--- config.mk ---
export PLATFORM = sky130hd
export DESIGN_NAME = sinc3_decim
export DESIGN_NICKNAME = d
export VERILOG_FILES = /design/src/rtl/sinc3_pkg.sv /design/src/rtl/sinc3_integ.sv /design/src/rtl/sinc3_comb.sv /design/src/rtl/sinc3_fmt.sv /design/src/rtl/sinc3_decim.sv
export SDC_FILE = /design/constraint.sdc
export NUM_CORES = 1
export LEC_CHECK = 0
export ABC_CLOCK_PERIOD_IN_PS = 17100
export BUFFER_PORTS_ARGS = -buffer_cell sky130_fd_sc_hd__buf_2
export CAP_MARGIN = 5
export CORE_UTILIZATION = 33
export CTS_CLUSTER_SIZE = 16
export DETAILED_ROUTE_END_ITERATION = 6
export SLEW_MARGIN = 40
export SYNTH_ARGS = -nofsm -noshare
export SYNTH_HDL_FRONTEND = slang
export SYNTH_SLANG_ARGS = --single-unit
--- constraint.sdc ---
create_clock -name clk -period 17.1 [get_ports clk]
set_input_delay 2.565 -clock clk [delete_from_list [all_inputs] [get_ports clk]]
set_output_delay 2.565 -clock clk [all_outputs]
set_load 0.02 [all_outputs]
--- src/rtl/sinc3_pkg.sv ---
`timescale 1ns/1ps
package sinc3_pkg;

  // log2 of the decimation ratio for a given select code
  function automatic int ratio_log2(input int log2_rmin, input int sel);
    return log2_rmin + sel;
  endfunction

  // right shift that maps a gain of R^order onto a q_w-bit signed range
  function automatic int trunc_shift(input int order, input int log2_r, input int q_w);
    return order * log2_r - (q_w - 1);
  endfunction

endpackage

--- src/rtl/sinc3_integ.sv ---
`timescale 1ns/1ps
module sinc3_integ #(
  parameter int ORDER = 3,
  parameter int ACC_W = 26
) (
  input  logic             clk,
  input  logic             clr,
  input  logic             stb,
  input  logic             bit_in,
  output logic [ACC_W-1:0] acc_out
);

  logic [ORDER-1:0][ACC_W-1:0] acc;
  logic [ACC_W-1:0]            x_val;

  // +1 for a one, -1 (all ones) for a zero
  assign x_val = bit_in ? ACC_W'(1) : {ACC_W{1'b1}};

  // integrators wrap modulo 2^ACC_W; the comb differences stay exact
  always_ff @(posedge clk) begin
    if (clr) begin
      acc <= '0;
    end else if (stb) begin
      acc[0] <= acc[0] + x_val;
      for (int k = 1; k < ORDER; k++) begin
        acc[k] <= acc[k] + acc[k-1];
      end
    end
  end

  assign acc_out = acc[ORDER-1];

endmodule

--- src/rtl/sinc3_comb.sv ---
`timescale 1ns/1ps
module sinc3_comb #(
  parameter int ORDER = 3,
  parameter int ACC_W = 26
) (
  input  logic             clk,
  input  logic             clr,
  input  logic             tick,
  input  logic [ACC_W-1:0] din,
  output logic [ACC_W-1:0] dout,
  output logic             dvld
);

  for (genvar g = 0; g < ORDER; g++) begin : g_stage
    logic [ACC_W-1:0] src;
    logic [ACC_W-1:0] dly_q;
    logic [ACC_W-1:0] diff;

    if (g == 0) begin : g_head
      assign src = din;
    end else begin : g_tail
      assign src = g_stage[g-1].diff;
    end

    assign diff = src - dly_q;

    always_ff @(posedge clk) begin
      if (clr)       dly_q <= '0;
      else if (tick) dly_q <= src;
    end
  end

  always_ff @(posedge clk) begin
    if (clr) begin
      dout <= '0;
      dvld <= 1'b0;
    end else begin
      dvld <= tick;
      if (tick) dout <= g_stage[ORDER-1].diff;
    end
  end

endmodule

--- src/rtl/sinc3_fmt.sv ---
`timescale 1ns/1ps
module sinc3_fmt
  import sinc3_pkg::*;
#(
  parameter int ORDER     = 3,
  parameter int ACC_W     = 26,
  parameter int Q_W       = 15,
  parameter int LOG2_RMIN = 5,
  parameter int RATE_W    = 2
) (
  input  logic              clk,
  input  logic              rst,
  input  logic              flush,
  input  logic              tick,
  input  logic              allow,
  input  logic              inv,
  input  logic [RATE_W-1:0] rate,
  input  logic [ACC_W-1:0]  y,
  output logic [Q_W:0]      word,
  output logic              vld
);

  localparam logic signed [ACC_W-1:0] Q_MAX = ACC_W'((1 << (Q_W - 1)) - 1);
  localparam logic [Q_W:0]            W_SAT = {1'b0, {Q_W{1'b1}}};

  int                      sh;
  logic signed [ACC_W-1:0] v_s;
  logic signed [ACC_W-1:0] q_s;
  logic [Q_W:0]            w_nxt;

  always_comb begin
    sh    = trunc_shift(ORDER, ratio_log2(LOG2_RMIN, int'(rate)), Q_W);
    v_s   = inv ? $signed(-y) : $signed(y);
    q_s   = v_s >>> sh;
    if (q_s > Q_MAX) w_nxt = W_SAT;
    else             w_nxt = {q_s[Q_W-1:0], 1'b0};
  end

  always_ff @(posedge clk) begin
    if (rst) begin
      word <= '0;
      vld  <= 1'b0;
    end else begin
      vld <= 1'b0;
      if (!flush && tick && allow) begin
        vld  <= 1'b1;
        word <= w_nxt;
      end
    end
  end

endmodule

--- src/rtl/sinc3_decim.sv ---
`timescale 1ns/1ps
module sinc3_decim #(
  parameter int LOG2_RMIN = 5,
  parameter int RATE_W    = 2,
  parameter int Q_W       = 15,
  parameter int ORDER     = 3,
  parameter int SKIP_N    = 3
) (
  input  logic              clk,
  input  logic              rst,
  input  logic              bit_in,
  input  logic              bit_stb,
  input  logic [RATE_W-1:0] rate_sel,
  input  logic              inv_sel,
  input  logic              inv_en,
  output logic [Q_W:0]      word,
  output logic              word_vld
);

  localparam int LOG2_RMAX = LOG2_RMIN + (1 << RATE_W) - 1;
  localparam int ACC_W     = ORDER * LOG2_RMAX + 2;
  localparam int CNT_W     = LOG2_RMAX;
  localparam int SKIP_W    = $clog2(SKIP_N + 1);

  logic [RATE_W-1:0] rate_q;
  logic              flush;
  logic [CNT_W-1:0]  cnt;
  logic [CNT_W-1:0]  cnt_top;
  logic              dec;
  logic [SKIP_W-1:0] skip;
  logic [ACC_W-1:0]  integ_out;
  logic [ACC_W-1:0]  comb_out;
  logic              comb_vld;

  assign flush   = rst || (rate_sel != rate_q);
  assign cnt_top = CNT_W'((1 << (LOG2_RMIN + int'(rate_q))) - 1);

  // strobe phase counter, decimation tick and ratio capture
  always_ff @(posedge clk) begin
    if (flush) begin
      rate_q <= rate_sel;
      cnt    <= '0;
      dec    <= 1'b0;
    end else begin
      dec <= bit_stb && (cnt == cnt_top);
      if (bit_stb) cnt <= (cnt == cnt_top) ? '0 : cnt + 1'b1;
    end
  end

  // drop the first SKIP_N comb results after a flush
  always_ff @(posedge clk) begin
    if (flush)                        skip <= SKIP_W'(SKIP_N);
    else if (comb_vld && skip != '0) skip <= skip - 1'b1;
  end

  sinc3_integ #(.ORDER(ORDER), .ACC_W(ACC_W)) u_integ (
    .clk(clk), .clr(flush), .stb(bit_stb), .bit_in(bit_in), .acc_out(integ_out)
  );

  sinc3_comb #(.ORDER(ORDER), .ACC_W(ACC_W)) u_comb (
    .clk(clk), .clr(flush), .tick(dec), .din(integ_out),
    .dout(comb_out), .dvld(comb_vld)
  );

  sinc3_fmt #(
    .ORDER(ORDER), .ACC_W(ACC_W), .Q_W(Q_W),
    .LOG2_RMIN(LOG2_RMIN), .RATE_W(RATE_W)
  ) u_fmt (
    .clk(clk), .rst(rst), .flush(flush), .tick(comb_vld),
    .allow(skip == '0), .inv(inv_sel && inv_en), .rate(rate_q),
    .y(comb_out), .word(word), .vld(word_vld)
  );

endmodule

---- Word level (Yosys, flattened, before mapping) ----
Index checks and enable logic that the tools add are counted.
storage, ports and cells
  register bits after elaboration ......... 213
  output and inout port bits .............. 17
  input bits .............................. 8
  logic and storage cells ................. 46
operators by class
  shifts and indexed selects .............. 2
  reductions and logical operators ........ 9
  order comparisons ....................... 1
  add/sub/neg operators ................... 12
  multipliers ............................. 1
  eq/ne operators ......................... 2
  mux-type cells .......................... 5
operators with widths
  operator               number
  $add 26x26->26         3
  $sub 26x26->26         3
  $mux 26                2
  $mul 3x32->32 const A  1
  $sshr 26x32->26        1
  $sub 32x5->32 const B  1
  $gt 26x15->1 const B   1
  $neg 26->26            1
  $mux 16                1
  $add 8x1->8 const B    1
  $eq 8x8->1             1
  $mux 8                 1
  $shl 1x4->8 const A    1
  $sub 8x2->8 const B    1
  $logic_and 1x1->1      5
  $add 3x2->4 const A    1
  $logic_not 2->1        1
  $ne 2x2->1             1
  $reduce_bool 2->1      1
  $sub 2x1->2 const B    1
  $logic_not 1->1        1
  $logic_or 1x1->1       1
  $mux 1                 1

---- Depth between registers and ports, before layout ----
  depth after elaboration ................. 6
  mapped depth ............................ 30
  gate-level depth less buffers ........... 30

---- Modules after synthesis ----
A second synthesis with hierarchy kept.
unflattened totals
  cells, all modules ...................... 2254
  area, all modules ....................... 17946.0 µm²
by module, submodules not included
  module       sequential area each (µm²)  times used  cells each  area each (µm²)
  sinc3_comb   2102.0                      1           933         7718.7
  sinc3_integ  1561.5                      1           857         6775.2
  sinc3_fmt    340.3                       1           401         2810.2
  sinc3_decim  280.3                       1           63          641.9

---- Worst setup path after synthesis ----
OpenSTA, ideal clock, no wires.
  path type ............................... input to register
  from .................................... input port bit_in
  to ...................................... register u_integ.acc[25] in the netlist's numbering
  path buffers ............................ 0
  data required time ...................... 16.972 ns
  path slack .............................. 11.410 ns
  arrival ................................. 5.563 ns
  stages on the path ...................... 14
  setup time .............................. 0.128 ns
  path through ............................ inv_1 -> ha_1 -> a21o_1 -> a21oi_1 -> o21ai_0 -> a31oi_1 -> o21ba_2 -> o221ai_1 -> o41ai_1 -> o2111ai_1 -> and3_1 -> o21ai_0 -> xor2_1 -> nor2_1
between the ends
  cells in the longest elaborated chain, start to end .. 2
ends and longest elaborated chain
  item                             line               source
  from (decl)                      sinc3_decim.sv:11  input logic bit_in,
  $mux 26                          sinc3_integ.sv:17  assign x_val = bit_in ? ACC_W'(1) : {ACC_W{1'b1}};
  $add 26x26->26                   sinc3_integ.sv:24  acc[0] <= acc[0] + x_val;
  to (signal, indexed assignment)  sinc3_integ.sv:26  acc[k] <= acc[k] + acc[k-1];
  to (decl)                        sinc3_integ.sv:13  logic [ORDER-1:0][ACC_W-1:0] acc;
Every way passes these cells.
A chain may end at the register's enable or synchronous reset.

---- Final worst setup path ----
  from .................................... register u_integ.acc, in the netlist u_integ.acc_out[0]
  to ...................................... register u_comb.dout[25]
between the ends
  cells in the longest elaborated chain, start to end .. 3
ends and longest elaborated chain
  item                            line              source
  $sub 26x26->26                  sinc3_comb.sv:25  assign diff = src - dly_q;
  net u_comb.g_stage[0].diff[8]   sinc3_comb.sv:17  logic [ACC_W-1:0] diff;
  $sub 26x26->26                  sinc3_comb.sv:25
  net u_comb.g_stage[1].diff[15]  sinc3_comb.sv:17
  $sub 26x26->26                  sinc3_comb.sv:25
  to (signal assigned)            sinc3_comb.sv:39  if (tick) dout <= g_stage[ORDER-1].diff;
  to (decl)                       sinc3_comb.sv:10  output logic [ACC_W-1:0] dout,
The timed path passes the listed nets, and every way through them passes these cells.

==> results.json <==
{
  "synth-seq-area-share": 0.265,
  "crit_family": "compound AO/OA/AOI/OAI gates",
  "hold_viol": 0,
  "tns_ns": 0,
  "max_stage_delay_ns": 0.41,
  "register_area_mm2": 0.00429,
  "cp_num_buf_inv": 1,
  "final_cell_mix": "nor2_1 (286), dfxtp_1 (210), ha_1 (158), mux2i_1 (156), inv_1 (136)",
  "finalCriticalPeriod_ns": 6.34,
  "core_area_mm2": 0.0480,
  "critPathKind": "register to register",
  "pre_cts_ws_ns": 10.94,
  "ant_nets": 0,
  "final_nets": 2132,
  "final_common_cell": "nor2_1",
  "fin_skew_ns": 0.0209,
  "num_vias": 13200,
  "cp_max_fo": 4,
  "cts_hold_buf": 0,
  "highest_layer": "met4",
  "antenna_found_initial": 0,
  "grt_overflow": 0,
  "status": "finished clean",
  "startpoint_type": "register",
  "synth-edff-count": 2,
  "synthArstFlopShare": 0,
  "drt-total-wl_um": 34200,
  "drtIter0Drc": 623,
  "max_freq_mhz": 158,
  "utilization": 0.368,
  "fin_hold_ws_ns": 0.463,
  "finalCritPeriodShare": 0.371,
  "hpwlAfterDp_um": 25400,
  "start_util": 0.337,
  "ys_ff_latch": 213,
  "drv_cap": 0,
  "grt_pass1_wl_um": 59600,
  "required_ns": 17.52,
  "cts_setup_buffers": 0,
  "portBuffers": 24,
  "nFillCells": 4913,
  "synth_nets": 2148,
  "multi_input_area_mm2": 0.0111,
  "ctsHtreeMaxLevel": 1,
  "hp-class": "register to register",
  "place.gp.congestion": 0.854,
  "grt_max_degree": 102,
  "rows": 80,
  "cts_resized": 0,
  "wl_per_cell_um": 13.2,
  "end_kind": "register",
  "power.leakage_uw": 0.00709,
  "fp.dieH_um": 223,
  "grt_usage": 0.138,
  "met1_length_um": 16800,
  "met3_length_um": 834,
  "clock_path_buffers": 3,
  "cpMaxStageDelayCell": "fa_1",
  "synthCells": 1975,
  "chipWidth_um": 223,
  "grt_pass1_vias": 13000,
  "clock-sinks": 213,
  "wl_met2_um": 15900,
  "setup_viol": 0,
  "cts-root-buf": "clkbuf_16",
  "synthFlopType": "dfxtp_1",
  "p_per_area_mw_per_mm2": 77.3,
  "dr.pass1.iters": 5,
  "drc": 0,
  "synth.distinct_cells": 82,
  "worstPathArrival_ns": 6.76,
  "cts_tree": "yes",
  "tightest_slew_ns": 0.780,
  "slew_headroom": 0.479,
  "final-max-slew-violation-count": 0,
  "die_area_mm2": 0.0499,
  "diodes": 0,
  "viasPerCell": 5.08,
  "ir_worst_vdd_v": 0.0000607,
  "ios": 25,
  "synth_area_mm2": 0.0162,
  "drive_above_1_share": 0.0597,
  "rsz0062_at_grt": "false",
  "syn_to_final_growth_pct": 9.25,
  "numCtsBuffers": 25,
  "yosys_warnings": 0,
  "syn_area_per_cell_um2": 8.19,
  "worst_slack_ns": 10.76,
  "path_clk_slew_ns": 0.06,
  "insertion_delay_ns": 0.55
}
[final cells by class]
type	count	share of cell area
clock buffer	33	0.0393
clock inverter	13	0.00679
inverter	139	0.0298
multi-input combinational	1548	0.627
sequential	213	0.243
tap	615	0.0435
timing repair buffer	32	0.0110
[routing by layer]
layer,up-vias,GRT usage
met2,127,0.244
met4,0,0.0369
met3,47,0.0198
met1,6013,0.173
li1,6973,-
met5,-,0
[through the flow]
step,instances,total power (uW),area [um^2]
after CTS,2593,1380,17700
after global routing,2593,1450,17700
final,2593,1370,17700
after detailed placement,2547,842,16900
after floorplan,1975,783,16200
after global placement,2547,835,16800
[kinds of logic after synthesis]
family                     count (synthesis)  share of synthesized area
adders and majority gates                165                      0.130
and+or+nand+nor                          600                      0.173
DFF                                      213                      0.265
muxes                                    164                      0.103
AOI/OAI and AO/OA                        459                      0.190
xor gates and xnor gates                 160                     0.0886
buffers and inverters                    214                     0.0506
[Yosys cell counts (11+ instances only)]
library cell	number	area [um^2]
nor2_1	286	1070
dfxtp_1	211	4220
ha_1	159	1990
mux2i_1	156	1560
inv_1	137	514
a21oi_1	128	641
xnor2_1	100	876
nand2_1	93	349
o21ai_0	83	415
xor2_1	58	508
clkbuf_1	54	203
a21o_1	51	383
nand3_1	47	235
nor3_1	41	205
a211oi_1	32	240
nor2b_1	28	175
o21a_1	22	165
a31oi_1	21	131
nand2b_1	20	125
and3_1	18	113
buf_1	18	67.6
o21bai_1	15	113
or3_1	11	68.8
[power by group]
group / total, uW / switching [uW] / internal [uW]
sequential: 504 / 3.84 / 501
combinational: 329 / 189 / 141
clock: 533 / 217 / 315
[tightest hold or removal path: cells and delay by family, from the launching register on]
kind             cells  cell delay (ns)
flip-flops           1             0.31
AND/OR/NAND/NOR      1             0.06
AO/OA/AOI/OAI        1             0.05
[final timing paths]
check	from	endpoint	slack [ns]	cells past startpoint
worst min-delay path	u_comb.g_stage[2].dly_q[8]	u_comb.g_stage[2].dly_q[8]	0.46	2
worst max register to register	u_integ.acc_out[0]	u_comb.dout[25]	10.76	30
worst max-delay path	u_integ.acc_out[0]	u_comb.dout[25]	10.76	30
worst min register to register	u_comb.g_stage[2].dly_q[8]	u_comb.g_stage[2].dly_q[8]	0.46	2
[flip-flops by register name, indices dropped and copies added (netlist names)]
register,count
u_comb.g_stage.dly_q,78
u_integ.acc,52
u_comb.dout,26
u_integ.acc_out,26
u_fmt.word,16
cnt,8
rate_q,2
skip,2
dec,1
u_comb.dvld,1
u_fmt.vld,1
No activity file was read; power rests on OpenSTA's default activity.
